File: config.mk
export PLATFORM = sky130hd
export DESIGN_NAME = led_seq_engine
export DESIGN_NICKNAME = d
export VERILOG_FILES = /design/src/rtl/led_seq_pkg.sv /design/src/rtl/led_seq_mem.sv /design/src/rtl/led_seq_timer.sv /design/src/rtl/led_seq_engine.sv
export SDC_FILE = /design/constraint.sdc
export NUM_CORES = 1
export LEC_CHECK = 0
export BUFFER_PORTS_ARGS = -buffer_cell sky130_fd_sc_hd__buf_2
export CORE_MARGIN = 5
export CORE_UTILIZATION = 56
export CTS_CLUSTER_SIZE = 16
export DETAILED_ROUTE_END_ITERATION = 7
export PLACE_DENSITY = 0.82
export SLEW_MARGIN = 20
export SYNTH_ARGS = -nofsm -noshare
export SYNTH_HDL_FRONTEND = slang
export SYNTH_HIERARCHICAL = 1
export SYNTH_SLANG_ARGS = --single-unit
File: constraint.sdc
create_clock -name clk -period 3 [get_ports clk]
set_input_delay 0.3 -clock clk [delete_from_list [all_inputs] [get_ports clk]]
set_output_delay 0.3 -clock clk [all_outputs]
set_load 0.03 [all_outputs]
File: src/rtl/led_seq_pkg.sv
package led_seq_pkg;

    typedef enum logic [2:0] {
        ST_IDLE,
        ST_DECODE,
        ST_TIMED,
        ST_RAMP,
        ST_TRIG,
        ST_FINISH
    } seq_state_t;

    typedef enum logic [1:0] {
        EX_HOLD = 2'b00,
        EX_STEP = 2'b01,
        EX_RUN  = 2'b10,
        EX_ONCE = 2'b11
    } exec_mode_t;

    typedef enum logic [2:0] {
        OP_RAMP,
        OP_SETBR,
        OP_GOTO,
        OP_BRANCH,
        OP_END,
        OP_TRIG,
        OP_NOP
    } op_t;

    localparam int INSTR_W = 16;

    function automatic op_t decode_op(input logic [INSTR_W-1:0] w);
        op_t op;
        if (!w[15]) begin
            if (w[13:8] != 6'd0)
                op = OP_RAMP;
            else if (w[14])
                op = OP_SETBR;
            else
                op = OP_GOTO;
        end else begin
            unique case (w[14:13])
                2'b01:   op = OP_BRANCH;
                2'b10:   op = OP_END;
                2'b11:   op = OP_TRIG;
                default: op = OP_NOP;
            endcase
        end
        return op;
    endfunction

endpackage

File: src/rtl/led_seq_mem.sv
module led_seq_mem #(
    parameter int DEPTH = 16,
    parameter int WIDTH = 16,
    localparam int AW = $clog2(DEPTH)
) (
    input  logic             clk,
    input  logic             rst_n,
    input  logic             we,
    input  logic [AW-1:0]    waddr,
    input  logic [WIDTH-1:0] wdata,
    input  logic [AW-1:0]    raddr,
    output logic [WIDTH-1:0] rdata
);
    logic [WIDTH-1:0] rows [DEPTH];

    for (genvar i = 0; i < DEPTH; i++) begin : g_row
        always_ff @(posedge clk or negedge rst_n) begin
            if (!rst_n)
                rows[i] <= '0;
            else if (we && waddr == AW'(i))
                rows[i] <= wdata;
        end
    end

    assign rdata = rows[raddr];

endmodule

File: src/rtl/led_seq_timer.sv
module led_seq_timer #(
    parameter int CW = 15
) (
    input  logic          clk,
    input  logic          rst_n,
    input  logic          tick_en,
    input  logic          load,
    input  logic [CW-1:0] load_val,
    output logic          expire
);
    logic [CW-1:0] cnt;

    always_ff @(posedge clk or negedge rst_n) begin
        if (!rst_n)
            cnt <= '0;
        else if (load)
            cnt <= load_val;
        else if (tick_en && cnt != '0)
            cnt <= cnt - CW'(1);
    end

    assign expire = tick_en && (cnt == CW'(1));

    // the period counter only moves downward between loads
    assert_timer_down_R2: assert property (@(posedge clk) disable iff (!rst_n)
        !load |=> (cnt <= $past(cnt)));

endmodule

File: src/rtl/led_seq_engine.sv
module led_seq_engine
    import led_seq_pkg::*;
#(
    parameter int DEPTH       = 16,
    parameter int BRIGHT_W    = 8,
    parameter int FIXED_TICKS = 16,
    parameter int FAST_SHIFT  = 4,
    parameter int SLOW_SHIFT  = 9,
    localparam int AW      = $clog2(DEPTH),
    localparam int STEP_W  = 6,
    localparam int INC_W   = 7,
    localparam int LOOP_W  = 6,
    localparam int MASK_W  = 6,
    localparam int TCW     = STEP_W + SLOW_SHIFT
) (
    input  logic                clk,
    input  logic                rst_n,
    input  logic                tick_en,
    input  logic                prog_we,
    input  logic [AW-1:0]       prog_addr,
    input  logic [15:0]         prog_data,
    input  logic                pc_we,
    input  logic [AW-1:0]       pc_wdata,
    input  logic                ctl_we,
    input  logic [1:0]          ctl_wdata,
    input  logic                irq_clr,
    input  logic                trig_done,
    output logic [1:0]          ctl_mode,
    output logic [AW-1:0]       pc,
    output logic [BRIGHT_W-1:0] bright,
    output logic                irq,
    output logic                trig_send,
    output logic [MASK_W-1:0]   trig_send_mask,
    output logic                trig_wait,
    output logic [MASK_W-1:0]   trig_wait_mask
);
    localparam logic [BRIGHT_W-1:0] BR_MAX = '1;

    seq_state_t          state, state_nxt;
    exec_mode_t          mode;
    logic [15:0]         instr, mem_rdata;
    logic [AW-1:0]       next_pc_r;
    logic [LOOP_W-1:0]   loop_cnt;
    logic [INC_W-1:0]    steps_left;
    logic                fix_done, trig_seen;
    logic                tim_load, tim_expire;
    logic [TCW-1:0]      tim_val, ramp_period;
    op_t                 op;

    // instruction fields
    logic                f_pre, f_sign, f_int, f_zero;
    logic [STEP_W-1:0]   f_step;
    logic [INC_W-1:0]    f_inc;
    logic [LOOP_W-1:0]   f_loops;
    logic [AW-1:0]       f_target;
    logic [MASK_W-1:0]   f_wait, f_send;

    assign op       = decode_op(instr);
    assign f_pre    = instr[14];
    assign f_step   = instr[13:8];
    assign f_sign   = instr[7];
    assign f_inc    = instr[6:0];
    assign f_loops  = instr[12:7];
    assign f_target = instr[AW-1:0];
    assign f_int    = instr[12];
    assign f_zero   = instr[11];
    assign f_wait   = instr[12:7];
    assign f_send   = instr[6:1];

    assign ramp_period = f_pre ? TCW'({f_step, {SLOW_SHIFT{1'b0}}})
                               : TCW'({f_step, {FAST_SHIFT{1'b0}}});

    led_seq_mem #(.DEPTH(DEPTH), .WIDTH(16)) u_mem (
        .clk   (clk),
        .rst_n (rst_n),
        .we    (prog_we),
        .waddr (prog_addr),
        .wdata (prog_data),
        .raddr (pc),
        .rdata (mem_rdata)
    );

    led_seq_timer #(.CW(TCW)) u_timer (
        .clk      (clk),
        .rst_n    (rst_n),
        .tick_en  (tick_en),
        .load     (tim_load),
        .load_val (tim_val),
        .expire   (tim_expire)
    );

    // state register
    always_ff @(posedge clk or negedge rst_n) begin
        if (!rst_n) state <= ST_IDLE;
        else        state <= state_nxt;
    end

    // next state and timer control
    always_comb begin
        state_nxt = state;
        tim_load  = 1'b0;
        tim_val   = TCW'(FIXED_TICKS);
        unique case (state)
            ST_IDLE:   if (mode != EX_HOLD) state_nxt = ST_DECODE;
            ST_DECODE: begin
                tim_load = 1'b1;
                if (op == OP_RAMP) begin
                    tim_val   = ramp_period;
                    state_nxt = ST_RAMP;
                end else if (op == OP_TRIG) begin
                    state_nxt = ST_TRIG;
                end else begin
                    state_nxt = ST_TIMED;
                end
            end
            ST_TIMED:  if (tim_expire) state_nxt = ST_FINISH;
            ST_RAMP: begin
                if (tim_expire) begin
                    if (steps_left == '0) begin
                        state_nxt = ST_FINISH;
                    end else begin
                        tim_load = 1'b1;
                        tim_val  = ramp_period;
                    end
                end
            end
            ST_TRIG: begin
                if ((fix_done || tim_expire) &&
                    (f_wait == '0 || trig_seen || trig_done))
                    state_nxt = ST_FINISH;
            end
            ST_FINISH: state_nxt = ST_IDLE;
            default:   state_nxt = ST_IDLE;
        endcase
    end

    // datapath and outputs
    always_ff @(posedge clk or negedge rst_n) begin
        if (!rst_n) begin
            instr      <= '0;
            pc         <= '0;
            next_pc_r  <= '0;
            mode       <= EX_HOLD;
            bright     <= '0;
            irq        <= 1'b0;
            loop_cnt   <= '0;
            steps_left <= '0;
            fix_done   <= 1'b0;
            trig_seen  <= 1'b0;
        end else begin
            unique case (state)
                ST_IDLE: begin
                    if (mode != EX_HOLD)
                        instr <= mem_rdata;
                    else if (pc_we)
                        pc <= pc_wdata;
                end
                ST_DECODE: begin
                    steps_left <= f_inc;
                    fix_done   <= 1'b0;
                    trig_seen  <= 1'b0;
                    next_pc_r  <= pc + AW'(1);
                    unique case (op)
                        OP_SETBR: bright <= instr[BRIGHT_W-1:0];
                        OP_GOTO, OP_END: next_pc_r <= '0;
                        OP_BRANCH: begin
                            if (f_loops == '0) begin
                                next_pc_r <= f_target;
                            end else if (loop_cnt < f_loops) begin
                                next_pc_r <= f_target;
                                loop_cnt  <= loop_cnt + LOOP_W'(1);
                            end else begin
                                loop_cnt  <= '0;
                            end
                        end
                        default: ;
                    endcase
                end
                ST_TIMED: ;
                ST_RAMP: begin
                    if (tim_expire) begin
                        steps_left <= steps_left - INC_W'(1);
                        if (f_inc != '0) begin
                            if (!f_sign && bright != BR_MAX)
                                bright <= bright + BRIGHT_W'(1);
                            else if (f_sign && bright != '0)
                                bright <= bright - BRIGHT_W'(1);
                        end
                    end
                end
                ST_TRIG: begin
                    if (trig_done)  trig_seen <= 1'b1;
                    if (tim_expire) fix_done  <= 1'b1;
                end
                ST_FINISH: begin
                    if (op == OP_END) begin
                        pc   <= '0;
                        mode <= EX_HOLD;
                        if (f_zero) bright <= '0;
                    end else begin
                        if (mode != EX_ONCE) pc <= next_pc_r;
                        if (mode == EX_STEP || mode == EX_ONCE) mode <= EX_HOLD;
                    end
                end
                default: ;
            endcase
            if (ctl_we) mode <= exec_mode_t'(ctl_wdata);
            if (irq_clr) irq <= 1'b0;
            if (state == ST_FINISH && op == OP_END && f_int) irq <= 1'b1;
        end
    end

    assign ctl_mode       = mode;
    assign trig_send      = (state == ST_DECODE) && (op == OP_TRIG) && (f_send != '0);
    assign trig_send_mask = trig_send ? f_send : '0;
    assign trig_wait      = (state == ST_TRIG) && (f_wait != '0);
    assign trig_wait_mask = trig_wait ? f_wait : '0;

    // a ramp moves brightness by at most one count per cycle
    assert_ramp_unit_R3: assert property (@(posedge clk) disable iff (!rst_n)
        (state == ST_RAMP) |=> (bright == $past(bright) ||
                                bright == $past(bright) + 1 ||
                                bright == $past(bright) - 1));

    // upward saturation holds at full scale
    assert_ramp_sat_R4: assert property (@(posedge clk) disable iff (!rst_n)
        (state == ST_RAMP && !f_sign && bright == BR_MAX) |=> (bright == BR_MAX));

    // PC only moves on finish or on a load request
    assert_pc_stable_R9: assert property (@(posedge clk) disable iff (!rst_n)
        (state != ST_FINISH && !pc_we) |=> $stable(pc));

    // a stepped instruction hands control back to hold
    assert_step_revert_R6: assert property (@(posedge clk) disable iff (!rst_n)
        (state == ST_FINISH && mode == EX_STEP && !ctl_we) |=> (mode == EX_HOLD));

    // interrupt flag is sticky
    assert_irq_sticky_R10: assert property (@(posedge clk) disable iff (!rst_n)
        (irq && !irq_clr) |=> irq);

    // no release from a trigger stall before the trigger arrives
    assert_trig_stall_R11: assert property (@(posedge clk) disable iff (!rst_n)
        (state == ST_TRIG && trig_wait && !trig_done && !trig_seen) |=> (state != ST_FINISH));

endmodule

-- After elaboration in Yosys (flattened, before gate mapping)
Index checks and enable logic that the tools add are counted.
- bits in registers: 324
- input bits: 34
- word-level logic and storage cells: 203
- $add $sub $neg: 6
- magnitude comparators: 2
- equal/unequal tests: 48
- mux-type cells: 56
- bitwise logic cells: 2
- reduce and logical (&&, ||, !) cells: 61
- operators with widths (operator ; count):
    15-bit two-way mux ; 6
    16-bit binary-select mux with 4-bit select ; 1
    8-bit two-way mux ; 7
    4-bit equality test (second input constant) ; 8
    16-bit two-way mux ; 2
    15-bit one-hot mux with 2 select lines ; 1
    3-bit two-way mux ; 9
    1-bit logical AND ; 26
    2-bit != test (second input constant) ; 13
    4-bit two-way mux ; 6
    8-bit one-hot mux with 3 select lines ; 1
    6-bit two-way mux ; 3
    6-bit nonzero test ; 3
    4-bit by 3-bit equality test with 1-bit output (second input constant) ; 4
    4-bit one-hot mux with 2 select lines ; 2
    15-bit by 1-bit equality test with 1-bit output (second input constant) ; 1
    3-bit one-hot mux with 5 select lines ; 1
    15-bit nonzero test ; 1
    15-bit by 1-bit subtractor with 15-bit output (second input constant) ; 1
    7-bit one-hot mux with 2 select lines ; 1
    2-bit nonzero test ; 7
    3-bit by 2-bit equality test with 1-bit output (second input constant) ; 4
    3-bit equality test (second input constant) ; 4
    2-bit two-way mux ; 5
    36 further kinds ; 58

-- Longest topological paths before layout
- depth in word-level cells: 7
- depth in mapped cells: 11
- depth with buffers taken out: 9

-- Cells and area by module
The synthesis kept the hierarchy.
- by module, submodules not included (module ; instances ; cells an instance ; area an instance (um^2) ; sequential area each (um^2)):
    led_seq_mem ; 1 ; 710 ; 11623.6 ; 6406.1
    led_seq_engine ; 1 ; 409 ; 3525.9 ; 1326.3
    led_seq_timer ; 1 ; 119 ; 1019.7 ; 375.4

-- Worst setup path before layout
OpenSTA, ideal clock, no wires.
- path type: reg-to-reg
- start: register u_timer.cnt[10]
- end: register bright[4]
- setup time: 0.125 ns
- arrival: 2.905 ns
- required time: 2.875 ns
- path slack: -0.030 ns
- stages on the path, launching flop included: 9
- path buffers: 0
- clock period less this slack: 3.030 ns
- cells stage by stage: dfrtp_1 > or4_1 > nor4_2 > and4_1 > inv_1 > a21oi_1 > o211ai_4 > a21oi_2 > mux2_2
- cells in the longest elaborated chain, start to end: 4
- RTL lines (what ; line ; source):
    start, declared ; led_seq_timer.sv:11 ; logic [CW-1:0] cnt;
    start signal, assigned ; led_seq_timer.sv:17 ; cnt <= load_val;
    start signal, assigned ; led_seq_timer.sv:19 ; cnt <= cnt - CW'(1);
    15-bit by 1-bit equality test with 1-bit output ; led_seq_timer.sv:22 ; assign expire = tick_en && (cnt == CW'(1));
    1-bit logical AND ; led_seq_timer.sv:22 ;
    net tim_expire ; led_seq_engine.sv:46 ; logic tim_load, tim_expire;
    2-bit != test (no source line) ; - ;
    7-bit AND reduction (no source line) ; - ;
    end signal, assigned ; led_seq_engine.sv:164 ; OP_SETBR: bright <= instr[BRIGHT_W-1:0];
    end signal, assigned ; led_seq_engine.sv:185 ; bright <= bright + BRIGHT_W'(1);
    end signal, assigned ; led_seq_engine.sv:187 ; bright <= bright - BRIGHT_W'(1);
    end, declared ; led_seq_engine.sv:30 ; output logic [BRIGHT_W-1:0] bright,
The timed path passes the listed nets, and every way through them passes these cells.
A chain may end at the register's enable or synchronous reset.

-- Worst setup path after layout
- start: register u_timer.cnt[13]
- end: register bright[0]
Same word-level chain as after synthesis.

==> flow_metrics.env <==
export IMPL_clkLatencyLatePin_ps=530
export IMPL_fmax_ghz=0.364
export IMPL_die_area_mm2=0.0324
export IMPL_holdPathStages=2
export IMPL_r2r_slack_ps=250
export IMPL_setup_viol=0
export IMPL_gp_congestion=0.874
export IMPL_synth_top_family_by_area="multiplexers"
export IMPL_hold_path_endpoint="ctl_mode[0]$_DFFE_PN0P_"
export IMPL_dr_pass1_iters=5
export IMPL_cp_start_kind="flop"
export IMPL_grt_most_used_layer="met2"
export IMPL_nNetsFinal=1355
export IMPL_die_h_um=180
export IMPL_htreeDepth=2
export IMPL_numCtsBuffers=35
export IMPL_grt_max_degree=126
export IMPL_synth_mux_area_frac=0.283
export IMPL_core_area_mm2=0.0286
export IMPL_r2r_end="bright[0]$_DFFE_PN0P_"
export IMPL_critical_path_slowest_cell="or4_1"
export IMPL_rr_startpoint="u_timer/cnt[13]$_DFFE_PN0P_"
export IMPL_num_vias=10800
export IMPL_grt_overflow_total=0
export IMPL_hp_start="ctl_we"
export IMPL_met3_usage=0.0465
export IMPL_required_ps=3410
export IMPL_initial_core_util=0.565
export IMPL_power_density_mw_per_mm2=969
export IMPL_final_hold_viol_count=0
export IMPL_first_global_vias=11400
export IMPL_endpoint_kind="flop"
export IMPL_wl_per_cell_um=22.9
export IMPL_slew_limit_headroom=0.406
export IMPL_worst_pin_slew_ps=888
export IMPL_syn_inst=1238
export IMPL_synth_compound_area_frac=0.0817
export IMPL_cts_setup_buffers=0
export IMPL_grt_pass1_wl_um=62800
export IMPL_crit_type="reg -> reg"
export IMPL_drv_slew=0
export IMPL_fin_crit_ps=2750
export IMPL_clockRootBuffer="clkbuf_16"
export IMPL_rsz0062_at_grt="false"
export IMPL_async_flop_share=1.00
export IMPL_syn_avg_cell_area_um2=13.1
export IMPL_synth_simple_area_share=0.0848
export IMPL_synth_seq_cells=324
export IMPL_syn_area_mm2=0.0162
export IMPL_port_buffers=62
export IMPL_drtIter0Drc=930
export IMPL_crit_arrival_ps=3150
export IMPL_fill_cells=2052
export IMPL_clk_path_buf_depth=3
export IMPL_critPathMaxFanout=7
export IMPL_run_status="finished, final reports clean"
export IMPL_path_clk_slew_ps=60
export IMPL_syn_to_final_growth_pct=12.8
export IMPL_synthAdderAreaFrac=0.0144
export IMPL_numPlacedInstances=1646
export IMPL_yosysWarnings=6
export IMPL_cts_tree="done"
export IMPL_num_io_pins=63
export IMPL_synth_cell_types=82
export IMPL_synth_ff_type="dfrtp_1"
export IMPL_r2r_cells=9
export IMPL_worstHoldPathType="in -> reg"
export IMPL_vias_per_cell=6.33
export IMPL_drv_cap=0
export IMPL_cp_cell_sequence="or4_1, nor4_2, and4_4, inv_1, a21oi_2, buf_4, o211a_1, nand2_1, a211o_1"
export IMPL_p_leak_nw=8.01
export IMPL_met2_usage=0.409
export IMPL_gr_usage_met1=0.321
export IMPL_cts_sinks=324
export IMPL_synthXorXnorAreaFrac=0.00217
export IMPL_fin_crit_sh=0.915
export IMPL_stdcell_count=1714
export IMPL_synth_edf_count=0
export IMPL_die_width_um=180
export IMPL_ant_nets=0
export IMPL_fin_skew_ps=15.5
export IMPL_grtUsageTotal=0.241
export IMPL_drc_errors=0
export IMPL_rows=62
export IMPL_drt_total_wl_um=39300
export IMPL_tns_ps=0
export IMPL_antenna_found_initial=2
export IMPL_place_hpwl_um=24600
export IMPL_vdd_drop_max_mv=0.676
export IMPL_drive_gt1_frac=0.393
export IMPL_synth_seq_area_share=0.501
export IMPL_max_stage_delay_ps=570
## cells in the mapped netlist (10+ instances only)
cell      number  area, um^2
nor2_1        39         146
o211ai_1      12        90.1
and2_1        10        62.6
mux4_2        64        1440
nand3_1       13        65.1
buf_2         21         105
inv_1         28         105
clkbuf_1      48         180
nand2_1       70         263
ha_1          17         213
nor3_1        34         170
nand2b_1      14        87.6
dfrtp_1      324        8110
mux2_4        20         300
o21ai_0       34         170
a21o_1        10        75.1
or3_1         14        87.6
a21oi_1       32         160
a22oi_1       38         285
mux2_2       247        2780
## per-stage QoR
step           cell area (um^2)  utilization  setup WS [ps]  power (mW)  hold slack [ps]
3_3_place_gp              16900        0.592            206        12.7              284
2_1_floorplan             16200            -            123        11.1             4.41
4_1_cts                   18200        0.637           89.7        17.7            0.746
5_1_grt                   18200        0.637            103        18.6             1.48
6_report                  18200        0.637            254        17.7             7.43
3_5_place_dp              16900        0.592            101        13.0              284
## cell usage in the layout, fill, tap and decap left out, types with 5 or more instances in the layout
cell type,synthesis,routed
nand2_1,70,70
nor2_1,39,39
mux2_4,20,20
mux2_2,247,247
and2_1,10,10
o211ai_1,12,12
clkbuf_1,48,7
dfrtp_1,324,322
buf_2,21,61
nor4_1,9,9
clkbuf_16,0,36
ha_1,17,17
o31ai_1,5,5
o21ai_0,34,34
mux4_2,64,64
buf_4,5,37
a22oi_1,38,38
nand4_1,6,6
nand2b_1,14,14
clkbuf_8,0,8
a31oi_1,5,5
or4_1,7,7
inv_1,28,28
mux2i_1,6,6
nand3_1,13,13
nor2_2,9,9
a21o_1,10,10
bufinv_16,0,5
a21oi_1,32,31
or3_1,14,13
nor3_1,34,33
## state kept, by name, summed over array words and instances, names as in the netlist, 4 cells and up
signal,cells
next_pc_r,4
u_mem/rows,256
steps_left,7
u_timer/cnt,15
loop_cnt,6
bright,8
pc,4
instr,16
## area by class of cell
type,instances,area [um^2],area share
Inverter,29,109,0.00597
Timing Repair Buffer,107,718,0.0394
Multi-Input combinational cell,806,7570,0.415
Sequential cell,324,8110,0.445
Tap cell,384,480,0.0263
Clock inverter,12,206,0.0113
Clock buffer,51,1040,0.0569
Antenna cell,1,2.50,0.000137
## cell families (layout without fill, tap and decap cells)
kind of cell,after synthesis,after routing
multiplexers,337,337
flip-flops,324,324
AND/OR/NAND/NOR,255,255
AO/OA/AOI/OAI,188,188
buffers and inverters,111,199
adder cells (fa/ha/maj),18,18
XOR/XNOR,4,4
other,1,5
## where the power goes
part           switching [mW]  internal (mW)
Combinational            3.41           3.10
Sequential               1.03           5.53
Clock                    1.76           2.84
Total                    6.20           11.5
## critical path: cells and delay by family (launching register included)
| family | cells | cell delay (ps) |
|---|---|---|
| AND/OR/NAND/NOR | 4 | 1180 |
| AO/OA/AOI/OAI | 3 | 750 |
| buffers and inverters | 2 | 260 |
| flip-flops | 1 | 440 |
## per-layer routing
layer | wire [um] | vias up
met5 | 13 | -
met2 | 19600 | 375
met4 | 964 | 2
met1 | 16400 | 5617
li1 | - | 4764
met3 | 2300 | 88
## worst max-delay path by stage
stage                     slack, ps                    end                         from  depth (start not counted)
after floorplan                 120  bright[7]$_DFFE_PN0P_        bright[0]$_DFFE_PN0P_                          8
after global placement          210  bright[0]$_DFFE_PN0P_  u_timer/cnt[13]$_DFFE_PN0P_                          9
after detailed placement        100  bright[0]$_DFFE_PN0P_  u_timer/cnt[13]$_DFFE_PN0P_                          9
after CTS                        90  bright[0]$_DFFE_PN0P_  u_timer/cnt[13]$_DFFE_PN0P_                          9
after global routing            100  bright[0]$_DFFE_PN0P_  u_timer/cnt[13]$_DFFE_PN0P_                          9
final                           250  bright[0]$_DFFE_PN0P_  u_timer/cnt[13]$_DFFE_PN0P_                          9
## repair_timing
item / 4_1_cts / 5_1_grt
setup endpoints to repair: 0 / 2
endpoints found under the hold margin: 64 / 0
resized for setup: 0 / 2
hold buffers: 4 / 0
Note: power is estimated with default switching activity, not from simulation.
